===== config.mk =====
export PLATFORM = sky130hd
export DESIGN_NAME = dual_rail_supervisor
export DESIGN_NICKNAME = d
export VERILOG_FILES = /design/src/rtl/dual_rail_pkg.sv /design/src/rtl/rail_seq.sv /design/src/rtl/pg_deglitch.sv /design/src/rtl/dual_rail_supervisor.sv
export SDC_FILE = /design/constraint.sdc
export NUM_CORES = 1
export LEC_CHECK = 0
export BUFFER_PORTS_ARGS = -buffer_cell sky130_fd_sc_hd__buf_4
export CAP_MARGIN = 20
export CORE_UTILIZATION = 45
export CTS_CLUSTER_DIAMETER = 50
export DETAILED_ROUTE_END_ITERATION = 10
export PLACE_DENSITY = 0.71
export SLEW_MARGIN = 5
export SYNTH_ARGS = -nofsm -noshare
export SYNTH_HDL_FRONTEND = slang
export SYNTH_HIERARCHICAL = 1
export SYNTH_SLANG_ARGS = --single-unit
export TNS_END_PERCENT = 5

===== constraint.sdc =====
create_clock -name clk -period 2.42 [get_ports clk]
set_input_delay 0.363 -clock clk [delete_from_list [all_inputs] [get_ports clk]]
set_output_delay 0.363 -clock clk [all_outputs]
set_load 0.005 [all_outputs]

===== src/rtl/dual_rail_pkg.sv =====
package dual_rail_pkg;
  localparam int NUM_CH = 2;

  typedef enum logic [2:0] {
    S_OFF      = 3'd0,
    S_SAMPLE   = 3'd1,
    S_RAMP     = 3'd2,
    S_RUN      = 3'd3,
    S_SOFTSTOP = 3'd4,
    S_CLAMP    = 3'd5,
    S_LATCH    = 3'd6
  } rail_state_t;
endpackage


===== src/rtl/rail_seq.sv =====
module rail_seq
  import dual_rail_pkg::*;
#(
  parameter int SS_BITS    = 4,
  parameter int SS_DIV     = 4,
  parameter int OCS_CYCLES = 4
) (
  input  logic               clk,
  input  logic               rst_n,
  input  logic               pin_en,
  input  logic               locked,
  input  logic               fb_over,
  input  logic               fb_under,
  input  logic               vout_dead,
  input  logic               oc_trip,
  output logic               ch_en,
  output logic               ocs_drive,
  output logic               ocs_hold,
  output logic               lo_force,
  output logic               discharge,
  output logic [SS_BITS-1:0] ss_code,
  output logic               ev_src,
  output logic               ev_lock,
  output logic               running
);
  localparam int CMAX = (SS_DIV > OCS_CYCLES) ? SS_DIV : OCS_CYCLES;
  localparam int CW   = $clog2(CMAX + 1);
  localparam logic [SS_BITS-1:0] FULL = {SS_BITS{1'b1}};

  rail_state_t       state;
  logic [CW-1:0]     cnt;
  logic [SS_BITS-1:0] ss_q;
  logic              active;

  assign active = (state == S_RAMP) || (state == S_RUN);

  always_ff @(posedge clk or negedge rst_n) begin
    if (!rst_n) begin
      state <= S_OFF;
      cnt   <= '0;
      ss_q  <= '0;
    end else if (locked) begin
      state <= S_LATCH;
      cnt   <= '0;
      ss_q  <= '0;
    end else if (state == S_LATCH || !pin_en) begin
      state <= S_OFF;
      cnt   <= '0;
      ss_q  <= '0;
    end else begin
      case (state)
        S_OFF: begin
          state <= S_SAMPLE;
          cnt   <= '0;
        end
        S_SAMPLE: begin
          if (cnt == CW'(OCS_CYCLES - 1)) begin
            state <= S_RAMP;
            cnt   <= '0;
            ss_q  <= '0;
          end else begin
            cnt <= cnt + 1'b1;
          end
        end
        S_RAMP: begin
          if (fb_over) begin
            state <= S_CLAMP;
          end else if (ss_q == FULL) begin
            state <= S_RUN;
          end else if (cnt == CW'(SS_DIV - 1)) begin
            cnt  <= '0;
            ss_q <= ss_q + 1'b1;
          end else begin
            cnt <= cnt + 1'b1;
          end
        end
        S_RUN: begin
          if (fb_over)       state <= S_CLAMP;
          else if (fb_under) state <= S_SOFTSTOP;
        end
        default: ;
      endcase
    end
  end

  always_comb begin
    ch_en     = active;
    ocs_drive = (state == S_SAMPLE);
    ocs_hold  = active;
    lo_force  = (state == S_CLAMP);
    discharge = (state == S_SOFTSTOP);
    running   = (state == S_RUN);
    ss_code   = (state == S_RUN) ? FULL : ((state == S_RAMP) ? ss_q : '0);
    ev_src    = active && (oc_trip || fb_over || ((state == S_RUN) && fb_under));
    ev_lock   = (active && oc_trip) ||
                (((state == S_SOFTSTOP) || (state == S_CLAMP)) && vout_dead);
  end

  // the ramp is entered only from a completed calibration phase
  a_r2_ramp_after_sample: assert property (@(posedge clk) disable iff (!rst_n)
    (state == S_RAMP && $past(state) != S_RAMP) |->
      ($past(state) == S_SAMPLE && $past(cnt) == CW'(OCS_CYCLES - 1)));

  // ramp code never steps down while ramping
  a_r3_ramp_monotonic: assert property (@(posedge clk) disable iff (!rst_n)
    (state == S_RAMP && $past(state) == S_RAMP) |-> (ss_q >= $past(ss_q)));

  // the low-side clamp holds until the output has collapsed
  a_r6_clamp_holds: assert property (@(posedge clk) disable iff (!rst_n)
    (state == S_CLAMP && !vout_dead && !locked && pin_en) |=> lo_force);
endmodule


===== src/rtl/pg_deglitch.sv =====
module pg_deglitch #(
  parameter int DELAY = 8
) (
  input  logic clk,
  input  logic rst_n,
  input  logic d,
  output logic q
);
  localparam int CW = $clog2(DELAY + 1);

  logic [CW-1:0] cnt;

  always_ff @(posedge clk or negedge rst_n) begin
    if (!rst_n) begin
      q   <= 1'b0;
      cnt <= '0;
    end else if (d == q) begin
      cnt <= '0;
    end else if (cnt == CW'(DELAY - 1)) begin
      q   <= d;
      cnt <= '0;
    end else begin
      cnt <= cnt + 1'b1;
    end
  end

  // the filtered level only rises on a sustained high input
  a_r10_filter_rise: assert property (@(posedge clk) disable iff (!rst_n)
    $rose(q) |-> $past(d));
endmodule


===== src/rtl/dual_rail_supervisor.sv =====
module dual_rail_supervisor
  import dual_rail_pkg::*;
#(
  parameter int SS_BITS    = 4,
  parameter int SS_CYCLES  = 64,
  parameter int OCS_CYCLES = 4,
  parameter int PG_DELAY   = 8
) (
  input  logic                           clk,
  input  logic                           por_n,
  input  logic [NUM_CH-1:0]              sd_pin,
  input  logic [NUM_CH-1:0]              fb_good,
  input  logic [NUM_CH-1:0]              fb_over,
  input  logic [NUM_CH-1:0]              fb_under,
  input  logic [NUM_CH-1:0]              vout_dead,
  input  logic [NUM_CH-1:0]              oc_trip,
  input  logic                           ot_flag,
  output logic [NUM_CH-1:0]              ch_en,
  output logic [NUM_CH-1:0]              ocs_drive,
  output logic [NUM_CH-1:0]              ocs_hold,
  output logic [NUM_CH-1:0]              lo_force,
  output logic [NUM_CH-1:0]              discharge,
  output logic [NUM_CH-1:0][SS_BITS-1:0] ss_code,
  output logic                           pgood_z,
  output logic [NUM_CH-1:0]              fault_code
);
  localparam int SS_DIV_RAW = SS_CYCLES / (2 ** SS_BITS);
  localparam int SS_DIV     = (SS_DIV_RAW < 1) ? 1 : SS_DIV_RAW;

  logic [NUM_CH-1:0] ev_src, ev_lock, running;
  logic              locked, lock_set, all_off_pins, pg_raw, pg_q, fault_any;
  logic [NUM_CH-1:0] src_q;

  for (genvar g = 0; g < NUM_CH; g++) begin : g_ch
    rail_seq #(
      .SS_BITS(SS_BITS), .SS_DIV(SS_DIV), .OCS_CYCLES(OCS_CYCLES)
    ) i_seq (
      .clk(clk), .rst_n(por_n), .pin_en(sd_pin[g]), .locked(locked),
      .fb_over(fb_over[g]), .fb_under(fb_under[g]), .vout_dead(vout_dead[g]),
      .oc_trip(oc_trip[g]), .ch_en(ch_en[g]), .ocs_drive(ocs_drive[g]),
      .ocs_hold(ocs_hold[g]), .lo_force(lo_force[g]), .discharge(discharge[g]),
      .ss_code(ss_code[g]), .ev_src(ev_src[g]), .ev_lock(ev_lock[g]),
      .running(running[g])
    );
  end

  assign lock_set     = ot_flag || (|ev_lock);
  assign all_off_pins = (sd_pin == '0);

  always_ff @(posedge clk or negedge por_n) begin
    if (!por_n) begin
      locked <= 1'b0;
      src_q  <= '0;
    end else begin
      if (lock_set)          locked <= 1'b1;
      else if (all_off_pins) locked <= 1'b0;
      if (all_off_pins && !lock_set) src_q <= '0;
      else src_q <= src_q | ev_src | {NUM_CH{ot_flag}};
    end
  end

  assign fault_any  = locked || (src_q != '0);
  assign fault_code = src_q;
  assign pg_raw     = (&running) && (&fb_good) && !fault_any;

  pg_deglitch #(.DELAY(PG_DELAY)) i_pg (
    .clk(clk), .rst_n(por_n), .d(pg_raw), .q(pg_q)
  );

  assign pgood_z = pg_q && !fault_any && (&running);

  // once latched, both channels are off on the following cycle
  a_r8_lock_turns_off: assert property (@(posedge clk) disable iff (!por_n)
    locked |=> (ch_en == '0 && lo_force == '0 && discharge == '0));

  // the latch survives unless both shutdown pins are low together
  a_r9_lock_holds: assert property (@(posedge clk) disable iff (!por_n)
    (locked && !all_off_pins) |=> locked);
endmodule


Word level (Yosys, flattened, before mapping)
Cells that the tools add are included.
Word-level totals
  logic and storage cells: 151
  bits in registers: 28
  output and inout port bits: 21
Cells by class
  muxes and demuxes: 51
  eq/ne operators: 30
  bitwise logic cells: 3
  reductions and logical operators: 52
  add/sub/neg operators: 5
Operators with widths (number)
  3-bit 2-to-1 mux: 24
  4-bit 2-to-1 mux: 18
  4-bit != test, second input constant: 8
  3-bit case mux with 4 select lines: 2
  5-bit != test, second input constant: 4
  3-bit by 2-bit == test with 1-bit output, second input constant: 6
  3-bit == test, second input constant: 6
  3-bit case mux with 3 select lines: 2
  4-bit case mux with 2 select lines: 2
  1-bit logical OR: 14
  1-bit logical AND: 13
  4-bit by 1-bit adder with 4-bit output, second input constant: 3
  6-bit nonzero test: 2
  5-bit AND reduction: 2
  5-bit nonzero test: 2
  4-bit == test, second input constant: 2
  4-bit AND reduction: 2
  4-bit nonzero test: 2
  3-bit by 1-bit adder with 3-bit output, second input constant: 2
  3-bit by 1-bit == test with 1-bit output, second input constant: 2
  3-bit logical NOT: 2
  2-bit AND reduction: 3
  3-bit AND reduction: 2
  4-bit by 3-bit == test with 1-bit output, second input constant: 1
  other kinds (9): 15

Longest topological paths before layout
  word-level depth: 9
  depth in mapped cells: 8

Hierarchy
Netlist, hierarchy kept.
By module, submodules not included
  rail_seq at g_ch[1].i_seq: cells an instance 94, instances 1, area an instance 852.1 µm², seq. area each 250.2 µm²
  rail_seq at g_ch[0].i_seq: cells an instance 91, instances 1, area an instance 753.2 µm², seq. area each 250.2 µm²
  pg_deglitch: cells an instance 18, instances 1, area an instance 217.7 µm², seq. area each 125.1 µm²
  dual_rail_supervisor: cells an instance 14, instances 1, area an instance 143.9 µm², seq. area each 75.1 µm²

Least setup slack after synthesis
No wires, ideal clock.
  kind: reg2reg
  from: register g_ch[0].i_seq.state[2]
  to: register i_pg.cnt[0]
  data arrival time: 1.609 ns
  stages on the path, launching flop included: 9
  data required time: 2.288 ns
  path slack: 0.679 ns
  path buffers: 2
  cell sequence: dfrtp_1 > buf_6 > inv_1 > and3_1 > clkbuf_1 > nor4b_2 > and4_1 > xnor2_1 > nor3_1
On the way
  longest elaborated chain between the ends: 6
RTL lines
  from (decl): RTL line rail_seq.sv:30  | rail_state_t state;
  from (signal assigned): RTL line rail_seq.sv:39  | state <= S_OFF;
  from (signal assigned): RTL line rail_seq.sv:43  | state <= S_LATCH;
  from (signal assigned): RTL line rail_seq.sv:47  | state <= S_OFF;
  3-bit by 2-bit == test with 1-bit output: RTL line rail_seq.sv:92  | running = (state == S_RUN);
  named net running[0]: RTL line dual_rail_supervisor.sv:30  | logic [NUM_CH-1:0] ev_src, ev_lock, running;
  2-bit AND reduction: RTL line dual_rail_supervisor.sv:64  | assign pg_raw = (&running) && (&fb_good) && !fault_any;
  1-bit logical AND (2 in a row): RTL line dual_rail_supervisor.sv:64
  named net pg_raw: RTL line dual_rail_supervisor.sv:31  | logic locked, lock_set, all_off_pins, pg_raw, pg_q, fault_any;
  1-bit == test: RTL line pg_deglitch.sv:17  | end else if (d == q) begin
  4-bit 2-to-1 mux: RTL line pg_deglitch.sv:17
  to (signal assigned): RTL line pg_deglitch.sv:23  | cnt <= cnt + 1'b1;
  to (decl): RTL line pg_deglitch.sv:11  | logic [CW-1:0] cnt;
The timed path passes the listed nets, and every way through them passes these cells.
A chain may end at the register's enable or synchronous reset.

Worst setup path after layout
  from: register g_ch[0].i_seq.state[2]
  to: output pgood_z
On the way
  longest elaborated chain between the ends: 3
RTL lines
  3-bit by 2-bit == test with 1-bit output: RTL line rail_seq.sv:92
  named net running[0]: RTL line dual_rail_supervisor.sv:30
  2-bit AND reduction: RTL line dual_rail_supervisor.sv:70  | assign pgood_z = pg_q && !fault_any && (&running);
  1-bit logical AND: RTL line dual_rail_supervisor.sv:70
  to (decl): RTL line dual_rail_supervisor.sv:24  | output logic pgood_z,
The timed path passes the listed nets, and every way through them passes these cells.

==> summary.txt <==
Placement
  – HPWL Detailed: 3183 um
  – RePlAce Congestion: 0.8787
  – Post-placement cell count: 291
  – Port-buffer cells: 35

Critical path
  – Critical path peak fanout: 11
  – Worst Path Required: 2.06 ns
  – Crit path launch type: flip-flop
  – Worst R2R Start: g_ch[0].i_seq/state[2]$_DFFE_PN0P_
  – Crit Path Class: reg2out
  – WP data arrival: 1.79 ns
  – Reg2reg end: i_pg/cnt[0]$_DFF_PN0_
  – Length in cells of the worst reg-to-reg path: 6
  – CP endpoint kind: output pin
  – R2R setup slack: 0.54 ns

Cells and area
  – Final core utilization: 0.5514
  – P&R area growth vs syn: 14.57%
  – N_diodes: 0
  – Fill count: 389
  – Layout Nets: 266
  – Post-route insts no fill: 294
  – Share of cells above drive strength 1: 0.2459

Outcome
  – Status: finished, final reports clean

Clock tree
  – Buffer type at the clock tree root: clkbuf_8
  – Clock transition at path regs: 0.09 ns
  – Worst-Skew Late Latency: 0.26 ns
  – Cts bufs inserted: 3
  – Post-CTS Resized: 0
  – H-tree Lvls: 1
  – Setup Fix Bufs, Post-CTS: 0
  – Clock sinks: 28
  – TritonCTS clock tree: done
  – Hold buffer count at CTS: 0
  – CTS Buffer Depth: 2

Pwr
  – Max IR drop VDD: 0.1979 mV
  – Leak Pwr: 1.044 nW
  – Power per cell area: 436.1 nW/um^2
  – PnR Total Power: 0.9826 mW

Timing
  – Minimum clock period: 2.150 ns
  – Final setup fails: 0
  – Period Utilization, post-route: 0.8883
  – Worst-Margin Slew: 0.4954 ns
  – Endpoints failing hold: 0
  – Unrepaired setup endpoints after global routing: no
  – Max Freq: 465.2 MHz
  – Worst Skew: 0.001700 ns
  – Hold WS: 0.001450 ns
  – Final Max Slew Viols: 0
  – Setup_tns: 0 ns
  – Rel. slew slack: 0.6697

Yosys
  – Synth area leaders: dfrtp_1 (36%), nor2_1 (5.5%), a21oi_1 (3.8%)
  – Syn Std Cell Area: 1967 um^2
  – Cells after Synth: 217
  – Sequential-to-total area share from yosys stat: 0.3562
  – Ys async rst share: 1.000
  – Synth top cells by count: nor2_1 (29), dfrtp_1 (28), a21oi_1 (15)
  – Top cell type's share of synthesized area: 0.3562
  – Post-synthesis area per instance: 9.064 um^2
  – Number of synthesized flops with an enable pin: 0
  – Synth warn: 6
  – Count leader, synth: nor2_1
  – Syn Nets: 237
  – Synth cell types: 61
  – Post-synth top area cell: dfrtp_1
  – Dominant synthesized flop cell: dfrtp_1
  – Number of synthesized register bits: 28

Floorplanning
  – Total die area: 4639 um^2
  – Die Ht: 68.11 um
  – Die width: 68.11 um
  – Starting Density: 0.4813
  – Core Area: 4086 um^2
  – I/O pin cnt: 36
  – Row Count: 23

GRT
  – Total congestion overflow: 0
  – GR Util All Layers: 0.1933
  – First-pass GRT wire length: 6844 um
  – Number of global-route vias before repair: 1568
  – Largest net degree at the start of global routing: 29
  – Initial antenna violation count: 0

Drt
  – DR iter-0 viols: 93
  – WL final: 4038 um
  – Via Count: 1669
  – Post-route DRC violation count: 0
  – DRT Pass-1 Iters: 4
  – DR vias/cell: 5.677
  – Routed length per placed instance: 13.73 um
  – Post-DRT Antenna Nets: 0

Run
  – Max Cap Viol: 0

Min path
  – Worst hold path class: in2async
==> power by group <==
part | switching, mW | internal [mW] | total, mW
clock | 0.131 | 0.111 | 0.243
sequential | 0.0457 | 0.483 | 0.529
combinational | 0.113 | 0.0983 | 0.211
total | 0.290 | 0.693 | 0.983
==> layout make-up <==
cell class                      count  area, um^2  area share
Multi-Input combinational cell    164        1129      0.5008
Sequential cell                    28       700.7      0.3109
Timing Repair Buffer               36       270.3      0.1199
Tap cell                           50       62.56     0.02776
Inverter                           13       50.05     0.02221
Clock buffer                        3       41.29     0.01832
==> cells by family after synthesis <==
logic type      share of synthesized area
fa+ha+maj                         0.03181
flops                              0.3562
buf+inv                           0.06997
compound gates                     0.2233
simple gates                       0.2653
mux                               0.03562
xor+xnor                          0.01781
==> placed cells by master, fill, tap and decap left out, drive strengths merged, types with 4 or more instances in the layout <==
cell | netlist | routed
dfrtp | 28 | 28
nor2 | 30 | 30
buf | 9 | 36
o31ai | 4 | 4
xnor2 | 4 | 4
nand3 | 11 | 11
nor3 | 8 | 8
nand2 | 13 | 13
mux2i | 4 | 4
ha | 5 | 5
a21oi | 15 | 15
nand2b | 5 | 5
nor2b | 5 | 5
inv | 12 | 12
o21ai | 13 | 13
==> stage by stage <==
step | instance area, um^2 | setup slack (ns)
after global routing | 2253 | 0.1447
after CTS | 2253 | 0.2623
after global placement | 2212 | 0.6170
after floorplan | 1967 | 0.6789
after detailed placement | 2212 | 0.5842
final | 2253 | 0.2704
==> state kept, by name, indices dropped and copies added, names as in the netlist <==
register / cells
g_ch.i_seq/ss_q: 8
g_ch.i_seq/cnt: 6
g_ch.i_seq/state: 6
i_pg/cnt: 4
fault_code: 2
i_pg/q: 1
locked: 1
==> worst max path at each step <==
stage / from / slack [ns] / depth (start not counted) / endpoint
after global routing: g_ch[0].i_seq/state[2]$_DFFE_PN0P_ / 0.14 / 5 / pgood_z
final: g_ch[0].i_seq/state[2]$_DFFE_PN0P_ / 0.27 / 5 / pgood_z
after floorplan: g_ch[0].i_seq/state[2]$_DFFE_PN0P_ / 0.68 / 8 / i_pg/cnt[0]$_DFF_PN0_
after CTS: g_ch[0].i_seq/state[2]$_DFFE_PN0P_ / 0.26 / 5 / pgood_z
after global placement: g_ch[0].i_seq/state[2]$_DFFE_PN0P_ / 0.62 / 5 / pgood_z
after detailed placement: g_ch[0].i_seq/state[2]$_DFFE_PN0P_ / 0.58 / 6 / i_pg/cnt[0]$_DFF_PN0_
==> worst max-delay path, cell delays in order (launching register included) <==
cell and delay (ns):
dfrtp_1 0.49, inv_1 0.17, and3_1 0.31, nor4b_2 0.25
and3_2 0.20, buf_4 0.10
==> routing by layer <==
layer	vias up	track usage	share of wire
li1	845	-	-
met4	0	0.06510	0.0067
met3	2	0.02333	0.046
met2	39	0.3284	0.48
met1	783	0.2521	0.47
met5	-	0	0
Note: power is estimated with default switching activity, not from simulation.
